==> src/rtl/injctx_pkg.sv <==
package injctx_pkg;
  localparam int CH_W   = 5;
  localparam int NSLOT  = 4;
  localparam int LEN_W  = $clog2(NSLOT);
  localparam int CTX_W  = LEN_W + NSLOT * CH_W;
  localparam int QDEPTH = 2;

  typedef logic [CTX_W-1:0] ctx_t;

  // index of the last conversion in the sequence
  function automatic logic [LEN_W-1:0] ctx_last(ctx_t c);
    return c[LEN_W-1:0];
  endfunction

  // channel held in slot k
  function automatic logic [CH_W-1:0] ctx_chan(ctx_t c, logic [LEN_W-1:0] k);
    return c[LEN_W + int'(k) * CH_W +: CH_W];
  endfunction
endpackage

==> src/rtl/injctx_store.sv <==
module injctx_store
  import injctx_pkg::*;
#(
  parameter int DEPTH = QDEPTH,
  localparam int CNT_W = $clog2(DEPTH + 1)
) (
  input  logic             clk,
  input  logic             rst_n,
  input  logic             wr_en,
  input  ctx_t             wr_ctx,
  input  logic             consume,
  input  logic             flush,
  input  logic             qmode,
  output ctx_t             act_ctx,
  output logic             act_valid,
  output logic [CNT_W-1:0] count,
  output logic             push_ok,
  output logic             ovf_evt
);
  ctx_t             q [DEPTH];
  logic [CNT_W-1:0] cnt_q;
  logic [CNT_W-1:0] cnt_mid;
  logic             pop;

  // consume and flush are resolved before the write is judged
  always_comb begin
    cnt_mid = cnt_q;
    pop     = 1'b0;
    if (flush) begin
      cnt_mid = (qmode || cnt_q == '0) ? '0 : CNT_W'(1);
    end else if (consume && cnt_q != '0) begin
      if (qmode || cnt_q > CNT_W'(1)) begin
        pop     = 1'b1;
        cnt_mid = cnt_q - CNT_W'(1);
      end
    end
    push_ok = wr_en && (cnt_mid < CNT_W'(DEPTH));
    ovf_evt = wr_en && !push_ok;
  end

  always_ff @(posedge clk or negedge rst_n) begin
    if (!rst_n) cnt_q <= '0;
    else        cnt_q <= cnt_mid + CNT_W'(push_ok);
  end

  for (genvar i = 0; i < DEPTH; i++) begin : g_slot
    always_ff @(posedge clk or negedge rst_n) begin
      if (!rst_n) begin
        q[i] <= '0;
      end else if (push_ok && cnt_mid == CNT_W'(i)) begin
        q[i] <= wr_ctx;
      end else if (pop && i < DEPTH - 1) begin
        q[i] <= q[(i < DEPTH - 1) ? i + 1 : i];
      end
    end
  end

  assign act_valid = (cnt_q != '0);
  assign act_ctx   = act_valid ? q[0] : '0;
  assign count     = cnt_q;
endmodule

==> src/rtl/injctx_seq.sv <==
module injctx_seq
  import injctx_pkg::*;
(
  input  logic             clk,
  input  logic             rst_n,
  input  ctx_t             ctx,
  input  logic             ctx_valid,
  input  logic             trig,
  input  logic             conv_done,
  input  logic             abort,
  input  logic             disc,
  output logic             trig_acc,
  output logic             done_acc,
  output logic             seq_end,
  output logic             req,
  output logic [CH_W-1:0]  ch,
  output logic [LEN_W-1:0] pos,
  output logic             busy
);
  logic [LEN_W-1:0] pos_q, pos_nx;
  logic             busy_q, req_q, last_hit;
  logic [CH_W-1:0]  ch_q;

  assign pos_nx   = pos_q + 1'b1;
  assign last_hit = (pos_q == ctx_last(ctx));
  assign trig_acc = trig && ctx_valid && !busy_q && !abort;
  assign done_acc = conv_done && busy_q && !abort;
  assign seq_end  = done_acc && last_hit;

  always_ff @(posedge clk or negedge rst_n) begin
    if (!rst_n) begin
      pos_q  <= '0;
      busy_q <= 1'b0;
      req_q  <= 1'b0;
      ch_q   <= '0;
    end else begin
      req_q <= 1'b0;
      if (abort) begin
        busy_q <= 1'b0;
        pos_q  <= '0;
      end else if (trig_acc) begin
        busy_q <= 1'b1;
        req_q  <= 1'b1;
        ch_q   <= ctx_chan(ctx, pos_q);
      end else if (done_acc) begin
        if (last_hit) begin
          busy_q <= 1'b0;
          pos_q  <= '0;
        end else begin
          pos_q <= pos_nx;
          if (disc) begin
            busy_q <= 1'b0;
          end else begin
            req_q <= 1'b1;
            ch_q  <= ctx_chan(ctx, pos_nx);
          end
        end
      end
    end
  end

  assign req  = req_q;
  assign ch   = ch_q;
  assign pos  = pos_q;
  assign busy = busy_q;
endmodule

==> src/rtl/injctx_ovf.sv <==
module injctx_ovf (
  input  logic clk,
  input  logic rst_n,
  input  logic ovf_evt,
  input  logic clr,
  input  logic ie,
  output logic flag,
  output logic irq
);
  logic flag_q;

  always_ff @(posedge clk or negedge rst_n) begin
    if (!rst_n)       flag_q <= 1'b0;
    else if (ovf_evt) flag_q <= 1'b1;
    else if (clr)     flag_q <= 1'b0;
  end

  assign flag = flag_q;
  assign irq  = flag_q & ie;
endmodule

==> src/rtl/injctx_ctrl.sv <==
module injctx_ctrl
  import injctx_pkg::*;
(
  input  logic             clk,
  input  logic             rst_n,
  input  logic             wr_en,
  input  logic [CTX_W-1:0] wr_ctx,
  output logic [CTX_W-1:0] rd_ctx,
  input  logic             trig,
  input  logic             conv_done,
  input  logic             stop_req,
  input  logic             dis_req,
  input  logic             qmode,
  input  logic             disc,
  input  logic             ovf_clr,
  input  logic             ovf_ie,
  output logic             conv_req,
  output logic [CH_W-1:0]  conv_ch,
  output logic [LEN_W-1:0] seq_pos,
  output logic             conv_busy,
  output logic             ovf_flag,
  output logic             irq
);
  localparam int CNT_W = $clog2(QDEPTH + 1);

  // named internal events, observed by the checker
  logic             flush, seq_end, trig_acc, done_acc;
  logic             push_ok, ovf_evt, act_valid;
  logic [CNT_W-1:0] q_count;
  ctx_t             act_ctx;

  assign flush = stop_req | dis_req;

  injctx_store #(.DEPTH(QDEPTH)) u_store (
    .clk(clk), .rst_n(rst_n), .wr_en(wr_en), .wr_ctx(wr_ctx),
    .consume(seq_end), .flush(flush), .qmode(qmode),
    .act_ctx(act_ctx), .act_valid(act_valid), .count(q_count),
    .push_ok(push_ok), .ovf_evt(ovf_evt)
  );

  injctx_seq u_seq (
    .clk(clk), .rst_n(rst_n), .ctx(act_ctx), .ctx_valid(act_valid),
    .trig(trig), .conv_done(conv_done), .abort(flush), .disc(disc),
    .trig_acc(trig_acc), .done_acc(done_acc), .seq_end(seq_end),
    .req(conv_req), .ch(conv_ch), .pos(seq_pos), .busy(conv_busy)
  );

  injctx_ovf u_ovf (
    .clk(clk), .rst_n(rst_n), .ovf_evt(ovf_evt), .clr(ovf_clr),
    .ie(ovf_ie), .flag(ovf_flag), .irq(irq)
  );

  assign rd_ctx = act_ctx;
endmodule

==> config.mk <==
export PLATFORM = sky130hd
export DESIGN_NAME = injctx_ctrl
export DESIGN_NICKNAME = d
export VERILOG_FILES = /design/src/rtl/injctx_pkg.sv /design/src/rtl/injctx_store.sv /design/src/rtl/injctx_seq.sv /design/src/rtl/injctx_ovf.sv /design/src/rtl/injctx_ctrl.sv
export SDC_FILE = /design/constraint.sdc
export NUM_CORES = 1
export LEC_CHECK = 0
export BUFFER_PORTS_ARGS = -buffer_cell sky130_fd_sc_hd__buf_4
export CORE_ASPECT_RATIO = 1.4
export CORE_MARGIN = 2
export CORE_UTILIZATION = 54
export CTS_CLUSTER_DIAMETER = 150
export CTS_CLUSTER_SIZE = 16
export DETAILED_ROUTE_END_ITERATION = 7
export PLACE_DENSITY = 0.76
export SETUP_SLACK_MARGIN = 0.4
export SYNTH_ARGS = -nofsm -noshare
export SYNTH_HDL_FRONTEND = slang
export SYNTH_SLANG_ARGS = --single-unit
==> constraint.sdc <==
create_clock -name clk -period 3.4 [get_ports clk]
set_clock_uncertainty 0.15 [all_clocks]
set_input_delay 0.17 -clock clk [delete_from_list [all_inputs] [get_ports clk]]
set_output_delay 0.17 -clock clk [all_outputs]
set_load 0.02 [all_outputs]
==> results.py <==
metrics = {
    "timing": {
        "tns_ns": 0,
        "setup_viol": 0,
        "tightest_slew_ns": 0.779,
        "period_needed_ns": 2.86,
        "finalMaxSlewViolations": 0,
        "clock.fmax_mhz": 350,
        "grt_setup_unrepaired": "yes",
        "period_share": 0.840,
        "timing.slew.headroom": 0.477,
        "worst_hold_slack_ns": 0.0538,
        "hold_viol_final": 0,
    },
    "floorplanning": {
        "die_y_um": 109,
        "initial_utilization": 0.552,
        "core_um2": 7700,
        "num_io_pins": 66,
        "dieArea_um2": 8610,
        "rows": 38,
        "die_x_um": 79,
    },
    "cells_and_area": {
        "final_common_cell": "buf_4",
        "area_delta_synth_final_pct": 23.2,
        "nets": 562,
        "n_antenna_cell": 0,
        "instances_no_fill": 626,
        "nFillCells": 631,
        "final_cell_mix": "buf_4, dfrtp_1, mux2_2",
        "drive_above_1_share": 0.352,
        "final_area_um2": 5240,
    },
    "pwr": {
        "ir_worst_vdd_uv": 466,
        "switching_share": 0.402,
        "seq_power_share": 0.375,
        "pwr-share-clk": 0.134,
        "power.switching_mw": 1.20,
        "combPwrFrac": 0.491,
        "p_leak_nw": 2.25,
        "intPower_mw": 1.78,
        "power.density_nw_per_um2": 570,
    },
    "drt": {
        "wl_per_cell_um": 19.9,
        "finalWirelength_mm": 12.5,
        "route.detailed.drc": 0,
        "drt_iter0_markers": 320,
        "num_vias": 3928,
        "antenna_left": 0,
        "dr.pass1.iters": 5,
        "viasPerCell": 6.27,
    },
    "setup_path": {
        "path_class": "reg2reg",
        "r2r_start": "u_seq.busy",
        "worstSetupStartpointType": "flop",
        "crit_path_end_kind": "flop",
        "crit_required_ns": 3.44,
        "r2r_setup_slack_ns": 0.54,
        "crit_arrival_ns": 2.89,
        "reg2reg_depth": 6,
        "cp_max_fo": 30,
        "path_cells": "nor4b_4 -> buf_4 -> nand2_2 -> mux4_2 -> a221oi_1 -> o31ai_1",
        "critPathSlowestCell": "mux4_2",
        "regToRegEndpoint": "u_seq.ch[2]",
        "slowest_delay_ns": 0.51,
    },
    "logic_synthesis": {
        "synth.area.top_cells": "dfrtp_1, mux2_2, mux2_4",
        "synth_edf_count": 0,
        "synth_top_area_share": 0.330,
        "ys.flop_type": "dfrtp_1",
        "async_flop_share": 1.00,
        "yosysSeqAreaShare": 0.330,
        "synthCells": 441,
        "ys_types": 62,
        "syn_nets": 478,
        "yosys_warnings": 0,
        "synth.largest_area_cell": "dfrtp_1",
        "syn_avg_cell_area_um2": 9.64,
        "synth_seq_cells": 56,
        "synth_area_um2": 4250,
    },
    "outcome": {
        "status": "finished, final reports clean",
    },
    "global_routing": {
        "first_global_vias": 3916,
        "grt_max_degree": 57,
        "grt_overflow": 0,
        "grt_pass1_wl_mm": 20.2,
        "track_usage": 0.301,
        "antenna_found_initial": 0,
    },
    "placed_design": {
        "dp_cells": 593,
        "post-dp-hpwl_mm": 8.94,
        "gp_congestion": 0.992,
        "place_area_um2": 4880,
        "io_buffers": 65,
    },
    "clock_tree": {
        "tritoncts": "yes",
        "htree_levels": 2,
        "cts_max_path_buffers": 2,
        "clkTransAtPathRegs_ns": 0.11,
        "numCtsBuffers": 5,
        "root_buffer": "clkbuf_8",
        "cts_setup_buffers": 0,
        "clock-sinks": 56,
        "clock_latency_ns": 0.32,
    },
    "hold_path": {
        "hold_path_class": "in2reg",
        "holdPathStages": 3,
        "whs_endpoint": "u_seq.busy",
        "hp-start": "conv_done",
    },
    "job": {
        "maxCapViolations": 0,
    },
}
synth_stat cells, types with 2 or more instances:
library cell  count
nand2b_1          6
xnor2_1           3
o31ai_1           4
nor2_1           21
nor4_1            2
clkbuf_1         18
a221oi_1          3
mux2_4           20
o311ai_0          6
nor2b_1          27
buf_2            10
mux2_2           48
dfrtp_1          56
and2_1            3
o2111ai_1         2
nand4_1           7
nand3_1          13
nor2_2            2
ha_1              4
inv_1            13
a32oi_1           2
or3_1             2
a21o_1            2
o32ai_1           4
mux2i_1          10
a21boi_0          3
buf_6             3
a211oi_1          3
a21oi_1          17
o21ai_0          21
nand2_1          40
a22o_1            2
o211ai_1          8
nor3_1           18
a41oi_1           2
mux4_2            8
or2_2             2
a211o_1           2
area by class of cell:
type,count,area [µm²],area share
Multi-Input combinational cell,338,2680,0.511
Sequential cell,56,1400,0.268
Timing Repair Buffer,110,888,0.170
Tap cell,100,125,0.0239
Clock buffer,6,72.6,0.0139
Inverter,14,52.6,0.0100
Clock inverter,2,17.5,0.00334
power groups by stage:
| stage | registers (mW) | logic [mW] | clock network (mW) |
|---|---|---|---|
| 2_1_floorplan | 1.07 | 0.958 | 0 |
| 3_3_place_gp | 1.11 | 1.40 | 0 |
| 3_5_place_dp | 1.12 | 1.42 | 0 |
| 4_1_cts | 1.11 | 1.45 | 0.405 |
| 5_1_grt | 1.15 | 1.56 | 0.430 |
| 6_report | 1.12 | 1.46 | 0.400 |
worst max-delay path by stage:
stage                     startpoint     endpoint  slack, ns  depth (start not counted)
floorplan                 u_seq.busy  u_seq.ch[1]       0.45                         10
global placement          u_seq.busy  u_seq.ch[1]       0.45                         10
detailed placement        u_seq.busy  u_seq.ch[1]       0.42                         10
CTS                       u_seq.busy  u_seq.ch[1]       0.40                         10
global route        u_store.count[1]  u_seq.ch[1]       0.34                         13
finish                    u_seq.busy  u_seq.ch[2]       0.54                          6
through the flow:
| stage | utilization | power, mW | setup WS [ns] |
|---|---|---|---|
| floorplan | - | 2.03 | 0.449 |
| global placement | 0.634 | 2.50 | 0.449 |
| detailed placement | 0.634 | 2.54 | 0.418 |
| CTS | 0.678 | 2.96 | 0.404 |
| global route | 0.680 | 3.15 | 0.337 |
| finish | 0.680 | 2.98 | 0.545 |
logic make-up after synthesis:
group           share of synthesized area
simple gates                        0.180
compound gates                      0.154
mux                                 0.264
flops                               0.330
buf+inv                            0.0506
xor+xnor                           0.0100
fa+ha+maj                          0.0118
routing by layer:
layer	vias up	track usage	share of wire
li1	1797	-	-
met1	1914	0.379	0.40
met2	178	0.526	0.51
met3	39	0.0389	0.056
met4	0	0.115	0.034
met5	-	0	0
repair_timing:
item / CTS / global route
endpoints found under the setup margin: 0 / 27
hold endpoints to repair: 101 / 0
hold buffers: 25 / 0
gates resized for setup: 0 / 7
critical path, delay by kind of cell (launching register included):
| kind | cells | cell delay, ns |
|---|---|---|
| buffers and inverters | 1 | 0.39 |
| multiplexers | 1 | 0.51 |
| flip-flops | 1 | 0.47 |
| AND/OR/NAND/NOR | 2 | 0.63 |
| AO/OA/AOI/OAI | 2 | 0.57 |
state kept, by name (all words and copies together), names as in the netlist:
name	count
u_ovf.flag	1
u_seq.busy	1
u_seq.ch	5
u_seq.pos	2
u_seq.req	1
u_store.count	2
u_store.q	44
No activity file was read; power rests on OpenSTA's default activity.
